File: src/rtl/nis_pkg.sv
package nis_pkg;

   localparam int NIS_W       = 16;
   localparam int NIS_ADDR_W  = 8;
   localparam logic [NIS_ADDR_W-1:0] NIS_OFFSET = 8'h30;

   localparam int POS_CMD  = 0;
   localparam int POS_XFER = 1;
   localparam int POS_GAP  = 2;
   localparam int POS_DMA  = 3;
   localparam int POS_WRDY = 4;
   localparam int POS_RRDY = 5;
   localparam int POS_CARD = 8;
   localparam int NUM_EV   = 6;

   typedef enum logic [1:0] {
      KIND_NONE  = 2'd0,
      KIND_STICK = 2'd1,
      KIND_LEVEL = 2'd2
   } bit_kind_e;

   function automatic bit_kind_e kind_of(input int pos);
      if (pos >= POS_CMD && pos <= POS_RRDY) return KIND_STICK;
      if (pos == POS_CARD)                   return KIND_LEVEL;
      return KIND_NONE;
   endfunction

   function automatic logic [NIS_W-1:0] cmd_group();
      logic [NIS_W-1:0] m;
      m = '0;
      m[POS_CMD] = 1'b1;
      return m;
   endfunction

   function automatic logic [NIS_W-1:0] dat_group();
      logic [NIS_W-1:0] m;
      m = '0;
      for (int i = POS_XFER; i <= POS_RRDY; i++) m[i] = 1'b1;
      return m;
   endfunction

endpackage

File: src/rtl/nis_bit_cell.sv
module nis_bit_cell
   import nis_pkg::*;
#(
   parameter bit_kind_e KIND = KIND_STICK
) (
   input  logic clk,
   input  logic rst_n,
   input  logic ev,
   input  logic en,
   input  logic w1c,
   input  logic grp_clr,
   input  logic clr_all,
   input  logic lvl,
   output logic q
);

   generate
      if (KIND == KIND_STICK) begin : g_stick
         logic st_q;
         always_ff @(posedge clk or negedge rst_n) begin
            if (!rst_n)                st_q <= 1'b0;
            else if (clr_all || grp_clr) st_q <= 1'b0;
            else if (ev && en)         st_q <= 1'b1;
            else if (w1c)              st_q <= 1'b0;
         end
         assign q = st_q;
      end else if (KIND == KIND_LEVEL) begin : g_level
         logic lv_q;
         always_ff @(posedge clk or negedge rst_n) begin
            if (!rst_n)       lv_q <= 1'b0;
            else if (clr_all) lv_q <= 1'b0;
            else              lv_q <= lvl & en;
         end
         assign q = lv_q;
      end else begin : g_none
         assign q = 1'b0;
      end
   endgenerate

endmodule

File: src/rtl/nis_clr_decode.sv
module nis_clr_decode
   import nis_pkg::*;
#(
   parameter int W = NIS_W,
   parameter int AW = NIS_ADDR_W,
   parameter logic [AW-1:0] OFFSET = NIS_OFFSET
) (
   input  logic          bus_wr,
   input  logic [AW-1:0] bus_addr,
   input  logic [W-1:0]  bus_wdata,
   input  logic          rst_cmd,
   input  logic          rst_dat,
   output logic [W-1:0]  w1c_mask,
   output logic [W-1:0]  grp_mask
);

   localparam logic [W-1:0] CMD_M = W'(cmd_group());
   localparam logic [W-1:0] DAT_M = W'(dat_group());

   logic hit;
   assign hit = bus_wr && (bus_addr == OFFSET);

   always_comb begin
      w1c_mask = hit ? bus_wdata : '0;
      grp_mask = '0;
      if (rst_cmd) grp_mask = grp_mask | CMD_M;
      if (rst_dat) grp_mask = grp_mask | DAT_M;
   end

endmodule

File: src/rtl/nis_read_irq.sv
module nis_read_irq
   import nis_pkg::*;
#(
   parameter int W = NIS_W,
   parameter int AW = NIS_ADDR_W,
   parameter logic [AW-1:0] OFFSET = NIS_OFFSET
) (
   input  logic [W-1:0]  status,
   input  logic [W-1:0]  stat_en,
   input  logic [W-1:0]  sig_en,
   input  logic [AW-1:0] bus_addr,
   output logic [W-1:0]  rd_data,
   output logic          irq
);

   logic [W-1:0] vis;
   assign vis     = status & stat_en;
   assign rd_data = (bus_addr == OFFSET) ? vis : '0;
   assign irq     = |(status & sig_en);

endmodule

File: src/rtl/nis_status_reg.sv
module nis_status_reg
   import nis_pkg::*;
#(
   parameter int W = NIS_W,
   parameter int AW = NIS_ADDR_W,
   parameter logic [AW-1:0] OFFSET = NIS_OFFSET
) (
   input  logic          clk,
   input  logic          rst_n,
   input  logic          bus_wr,
   input  logic [AW-1:0] bus_addr,
   input  logic [W-1:0]  bus_wdata,
   input  logic          ev_cmd_done,
   input  logic          ev_xfer_done,
   input  logic          ev_gap,
   input  logic          ev_dma,
   input  logic          ev_wr_rdy,
   input  logic          ev_rd_rdy,
   input  logic          card_lvl,
   input  logic [W-1:0]  stat_en,
   input  logic [W-1:0]  sig_en,
   input  logic          rst_all,
   input  logic          rst_cmd,
   input  logic          rst_dat,
   output logic [W-1:0]  rd_data,
   output logic          irq
);

   generate
      if (W <= POS_CARD) begin : g_bad_width
         $error("nis_status_reg: W must exceed the card bit position");
      end
      if (AW < 6) begin : g_bad_addr
         $error("nis_status_reg: AW too small for register offset");
      end
   endgenerate

   logic [W-1:0] ev_vec;
   logic [W-1:0] w1c_mask;
   logic [W-1:0] grp_mask;
   logic [W-1:0] stat_q;

   always_comb begin
      ev_vec           = '0;
      ev_vec[POS_CMD]  = ev_cmd_done;
      ev_vec[POS_XFER] = ev_xfer_done;
      ev_vec[POS_GAP]  = ev_gap;
      ev_vec[POS_DMA]  = ev_dma;
      ev_vec[POS_WRDY] = ev_wr_rdy;
      ev_vec[POS_RRDY] = ev_rd_rdy;
   end

   nis_clr_decode #(.W(W), .AW(AW), .OFFSET(OFFSET)) u_dec (
      .bus_wr   (bus_wr),
      .bus_addr (bus_addr),
      .bus_wdata(bus_wdata),
      .rst_cmd  (rst_cmd),
      .rst_dat  (rst_dat),
      .w1c_mask (w1c_mask),
      .grp_mask (grp_mask)
   );

   for (genvar i = 0; i < W; i++) begin : g_bit
      nis_bit_cell #(.KIND(kind_of(i))) u_cell (
         .clk    (clk),
         .rst_n  (rst_n),
         .ev     (ev_vec[i]),
         .en     (stat_en[i]),
         .w1c    (w1c_mask[i]),
         .grp_clr(grp_mask[i]),
         .clr_all(rst_all),
         .lvl    (card_lvl),
         .q      (stat_q[i])
      );
   end

   nis_read_irq #(.W(W), .AW(AW), .OFFSET(OFFSET)) u_out (
      .status  (stat_q),
      .stat_en (stat_en),
      .sig_en  (sig_en),
      .bus_addr(bus_addr),
      .rd_data (rd_data),
      .irq     (irq)
   );

endmodule

File: config.mk
export PLATFORM = sky130hd
export DESIGN_NAME = nis_status_reg
export DESIGN_NICKNAME = d
export VERILOG_FILES = /design/src/rtl/nis_pkg.sv /design/src/rtl/nis_bit_cell.sv /design/src/rtl/nis_clr_decode.sv /design/src/rtl/nis_read_irq.sv /design/src/rtl/nis_status_reg.sv
export SDC_FILE = /design/constraint.sdc
export NUM_CORES = 1
export LEC_CHECK = 0
export BUFFER_PORTS_ARGS = -buffer_cell sky130_fd_sc_hd__buf_2
export CAP_MARGIN = 20
export CORE_MARGIN = 1.5
export CORE_UTILIZATION = 29
export CTS_CLUSTER_DIAMETER = 80
export DETAILED_ROUTE_END_ITERATION = 10
export MAX_ROUTING_LAYER = met4
export PLACE_DENSITY = 0.83
export SLEW_MARGIN = 20
export SYNTH_ARGS = -nofsm -noshare
export SYNTH_HDL_FRONTEND = slang
export SYNTH_SLANG_ARGS = --single-unit
File: constraint.sdc
create_clock -name clk -period 2.7 [get_ports clk]
set_clock_uncertainty 0.05 [all_clocks]
set_input_delay 0.27 -clock clk [delete_from_list [all_inputs] [get_ports clk]]
set_output_delay 0.27 -clock clk [all_outputs]
set_load 0.03 [all_outputs]
# After elaboration in Yosys (flattened, before gate mapping)
# Index checks and enable logic that the tools add are counted.
[word_totals]
out_inout_bits = 17
regBits = 7
wordCells = 54
inputBits = 69
[op_classes]
n_reduce_logical = 20
bitwise = 3
n_mux = 23
eq_ne = 1
[op_table]
columns = ["operator", "count"]
rows = [
  ["9-bit by 16-bit bitwise AND with 16-bit output", 2],
  ["1-bit 2-to-1 mux", 20],
  ["3-bit nonzero test", 6],
  ["16-bit 2-to-1 mux", 1],
  ["16-bit OR reduction", 1],
  ["6-bit 2-to-1 mux", 2],
  ["8-bit by 6-bit == test with 1-bit output (second input constant)", 1],
  ["1-bit logical AND", 7],
  ["1-bit logical OR", 6],
  ["1-bit bitwise AND", 1],
]

# Logic depth before layout (Yosys ltp)
[logic_depth]
depth_word = 6
ltp_mapped = 3
depth_no_buf = 3

# Hierarchy
# From an unflattened synthesis, not the netlist that was laid out.
[unflattened]
hier_cells = 134
hier_area_um2 = 1099.8
[modules_own_cells]
columns = ["mod", "cells_each", "seq_area_each_um2", "n_inst", "area_each_um2"]
rows = [
  ["nis_clr_decode", 60, 0.0, 1, 444.2],
  ["nis_bit_cell (g_bit[0].u_cell ...)", 4, 25.0, 6, 47.5],
  ["nis_read_irq", 29, 0.0, 1, 231.5],
  ["nis_bit_cell (g_bit[10].u_cell ...)", 2, 0.0, 9, 11.3],
  ["nis_bit_cell (g_bit[8].u_cell)", 2, 25.0, 1, 33.8],
  ["nis_status_reg", 1, 0.0, 1, 3.8],
]

# Worst setup path after synthesis
# Ideal clock, no wire load.
[synth_path]
kind = "input to output"
from = "in bus_addr[1]"
to = "out rd_data[0]"
path_buffers = 0
setup_slack_ns = 1.058
required_time_ns = 2.380
arrival_time_ns = 1.322
path_stages = 3
cell_sequence = "or4_4 > nor2b_4 > and3_1"
[synth_via]
elab_chain_len = 2
[synth_lines]
columns = ["item", "line", "source"]
rows = [
  ["start: declaration", "nis_status_reg.sv:11", "input logic [AW-1:0] bus_addr,"],
  ["8-bit by 6-bit == test with 1-bit output", "nis_read_irq.sv:18", "assign rd_data = (bus_addr == OFFSET) ? vis : '0;"],
  ["16-bit 2-to-1 mux", "nis_read_irq.sv:18", ""],
  ["end: declaration", "nis_status_reg.sv:25", "output logic [W-1:0] rd_data,"],
]
# Every way passes these cells.

# Worst setup path in the final report
# Same ends and word-level chain as after synthesis.

==> flow_metrics.tcl <==
set metrics [dict create \
    run_status "complete, no violations" \
    final_util_pct 46.5 \
    yosysTopAreaCell "dfrtp_1" \
    ant_nets 0 \
    synth_area_leaders "dfrtp_1, buf_4, a41oi_1, and3_1, or3_1" \
    grt_overflow_total 0 \
    worstSetupPathType "in2out" \
    min_to "g_bit[3].u_cell.q$_DFFE_PN0P_" \
    power_mw 0.284 \
    synth-seq-cells 7 \
    crit_slowest_cell "or4_4" \
    netlist_area_um2 523 \
    nets 181 \
    irDropWorstVdd_mv 0.179 \
    regArea_um2 175 \
    path_cells "buf_2 -> or4_4 -> nor2b_4 -> and3_1 -> buf_2" \
    antenna_found_initial 0 \
    place_area_um2 757 \
    required_ns 2.38 \
    cts.reportedPaths.clkPinSlew_ns 0.06 \
    startpoint "bus_addr[1]" \
    initial_core_util_pct 30.6 \
    grt_pass1_wl_mm 2.50 \
    multi_input_area_um2 307 \
    grt_pass1_vias 608 \
    fin_area_um2 795 \
    num-fill-cells 175 \
    r2r-start "g_bit[1].u_cell.q$_DFFE_PN0P_" \
    reg2reg_setup_slack_ns 1.61 \
    drtPass1Iterations 4 \
    drc 0 \
    critPathCaptureType "output pin" \
    max_stage_delay_ns 0.56 \
    cp_common_cell "buf_2" \
    synthArstFlopShare_pct 100 \
    arrival_ns 1.52 \
    routabilityCongestion 0.739 \
    cts_max_path_buffers 2 \
    rr_worst_depth 3 \
    core_um2 1710 \
    fmax_ghz 0.544 \
    syn_inst 59 \
    min-delay-start "bus_wdata[3]" \
    n_antenna_cell 0 \
    whs_ns 0.159 \
    leakagePower_nw 0.456 \
    die-area_um2 2070 \
    fin_tns_setup_ns 0 \
    cts_tree "yes" \
    largest_reg_flops 7 \
    synth_common_cells "buf_4, and3_1, dfrtp_1, nand2_1" \
    ys.flop_type "dfrtp_1" \
    htree_levels 1 \
    yosysTopAreaCellShare_pct 33.5 \
    cts_root_buf "clkbuf_4" \
    drive_gt1_share_pct 50.5 \
    crit_fanout 7 \
    grt_setup_unrepaired "false" \
    grt_max_degree 8 \
    hold_viol 0 \
    post_cts_buffers 0 \
    yosysWarnings 0 \
    placement_rows 15 \
    rr_endpoint "g_bit[1].u_cell.q$_DFFE_PN0P_" \
    post-route-period-util_pct 68.1 \
    seq_area_frac_synth_pct 33.5 \
    fin_crit_ns 1.84 \
    setup_violations 0 \
    start_kind "input port" \
    numCtsBuffers 3 \
    synth_most_common_cell "buf_4" \
    area_delta_synth_final_pct 51.9 \
    track_usage_pct 17.4 \
    power_density_nw_per_um2 357 \
    drt-wirelength-per-cell_um 11.9 \
    hold_buffers 1 \
    die_h_um 45.5 \
    yosysUniqueCellTypes 17 \
    wl_mm 1.63 \
    dp_hpwl_mm 1.32 \
    cap_violations 0 \
    synth_enable_flop_cells 0 \
    drt_first_iter_violations 3 \
    io_buffers 48 \
    vias_per_cell 4.70 \
    slew_violations 0 \
    vias 639 \
    cts_num_sinks 7 \
    syn_avg_cell_area_um2 8.86 \
    cts_resized 0 \
    clock_latency_ns 0.24 \
    hold_class "in2reg" \
    whs_path_depth 2 \
    fp.dieW_um 45.5 \
    ios 86 \
]
==> how the worst max path moves through the flow <==
stage,cells after the start,slack [ns],end
final,5,0.86,rd_data[0]
after global routing,5,0.79,rd_data[0]
after CTS,5,0.84,rd_data[0]
after detailed placement,5,0.85,rd_data[0]
after global placement,5,0.87,rd_data[5]
after floorplan,3,1.06,rd_data[0]
==> layout make-up <==
cell class | count | share of cell area [%]
timing repair buffer | 49 | 31.5
tap | 25 | 3.94
clock buffer | 3 | 2.83
sequential | 7 | 22.0
multi-input combinational | 50 | 38.6
clock inverter | 1 | 0.630
inverter | 1 | 0.472
==> per-layer routing <==
metal / wire length, um / vias up / GRT usage (%)
li1: - / 312 / -
met1: 629 / 285 / 19.6
met2: 868 / 40 / 30.7
met3: 110 / 2 / 1.59
met4: 16 / 0 / 7.65
met5: 0 / - / -
==> cells by family after synthesis <==
| kind of cell | count (synthesis) | synth area share, % |
|---|---|---|
| buffers and inverters | 10 | 13.6 |
| AO/OA/AOI/OAI | 15 | 20.6 |
| flip-flops | 7 | 33.5 |
| AND/OR/NAND/NOR | 26 | 31.6 |
| other | 1 | 0.717 |
==> through the flow <==
stage | instances | setup slack, ns
2_1_floorplan | 67 | 1.06
3_3_place_gp | 131 | 0.871
3_5_place_dp | 131 | 0.845
4_1_cts | 136 | 0.841
5_1_grt | 136 | 0.791
6_report | 136 | 0.861
==> worst max-delay path: cells and delay by family <==
family	cells	cell delay [ns]
buf+inv	2	0.28
simple gates	3	0.96
==> cells in the final DEF, fill, tap and decap left out, drive strengths merged <==
| cell | instances |
|---|---|
| a21oi | 6 |
| nand2 | 7 |
| or4 | 1 |
| nor2b | 1 |
| clkbuf | 3 |
| buf | 48 |
| dfrtp | 7 |
| or3 | 6 |
| and4bb | 1 |
| clkinv | 1 |
| nor2 | 2 |
| a22oi | 2 |
| inv | 1 |
| nand3 | 1 |
| and3 | 7 |
| dlygate4sd3 | 1 |
| a222oi | 1 |
| conb | 9 |
| a41oi | 6 |
==> power breakdown <==
group / leakage (nW) / switching, mW / internal, mW
Clock: 0.0177 / 0.0422 / 0.0543
Combinational: 0.343 / 0.0441 / 0.0319
Sequential: 0.0954 / 0.00270 / 0.109
(Power assumes the default switching activity.)
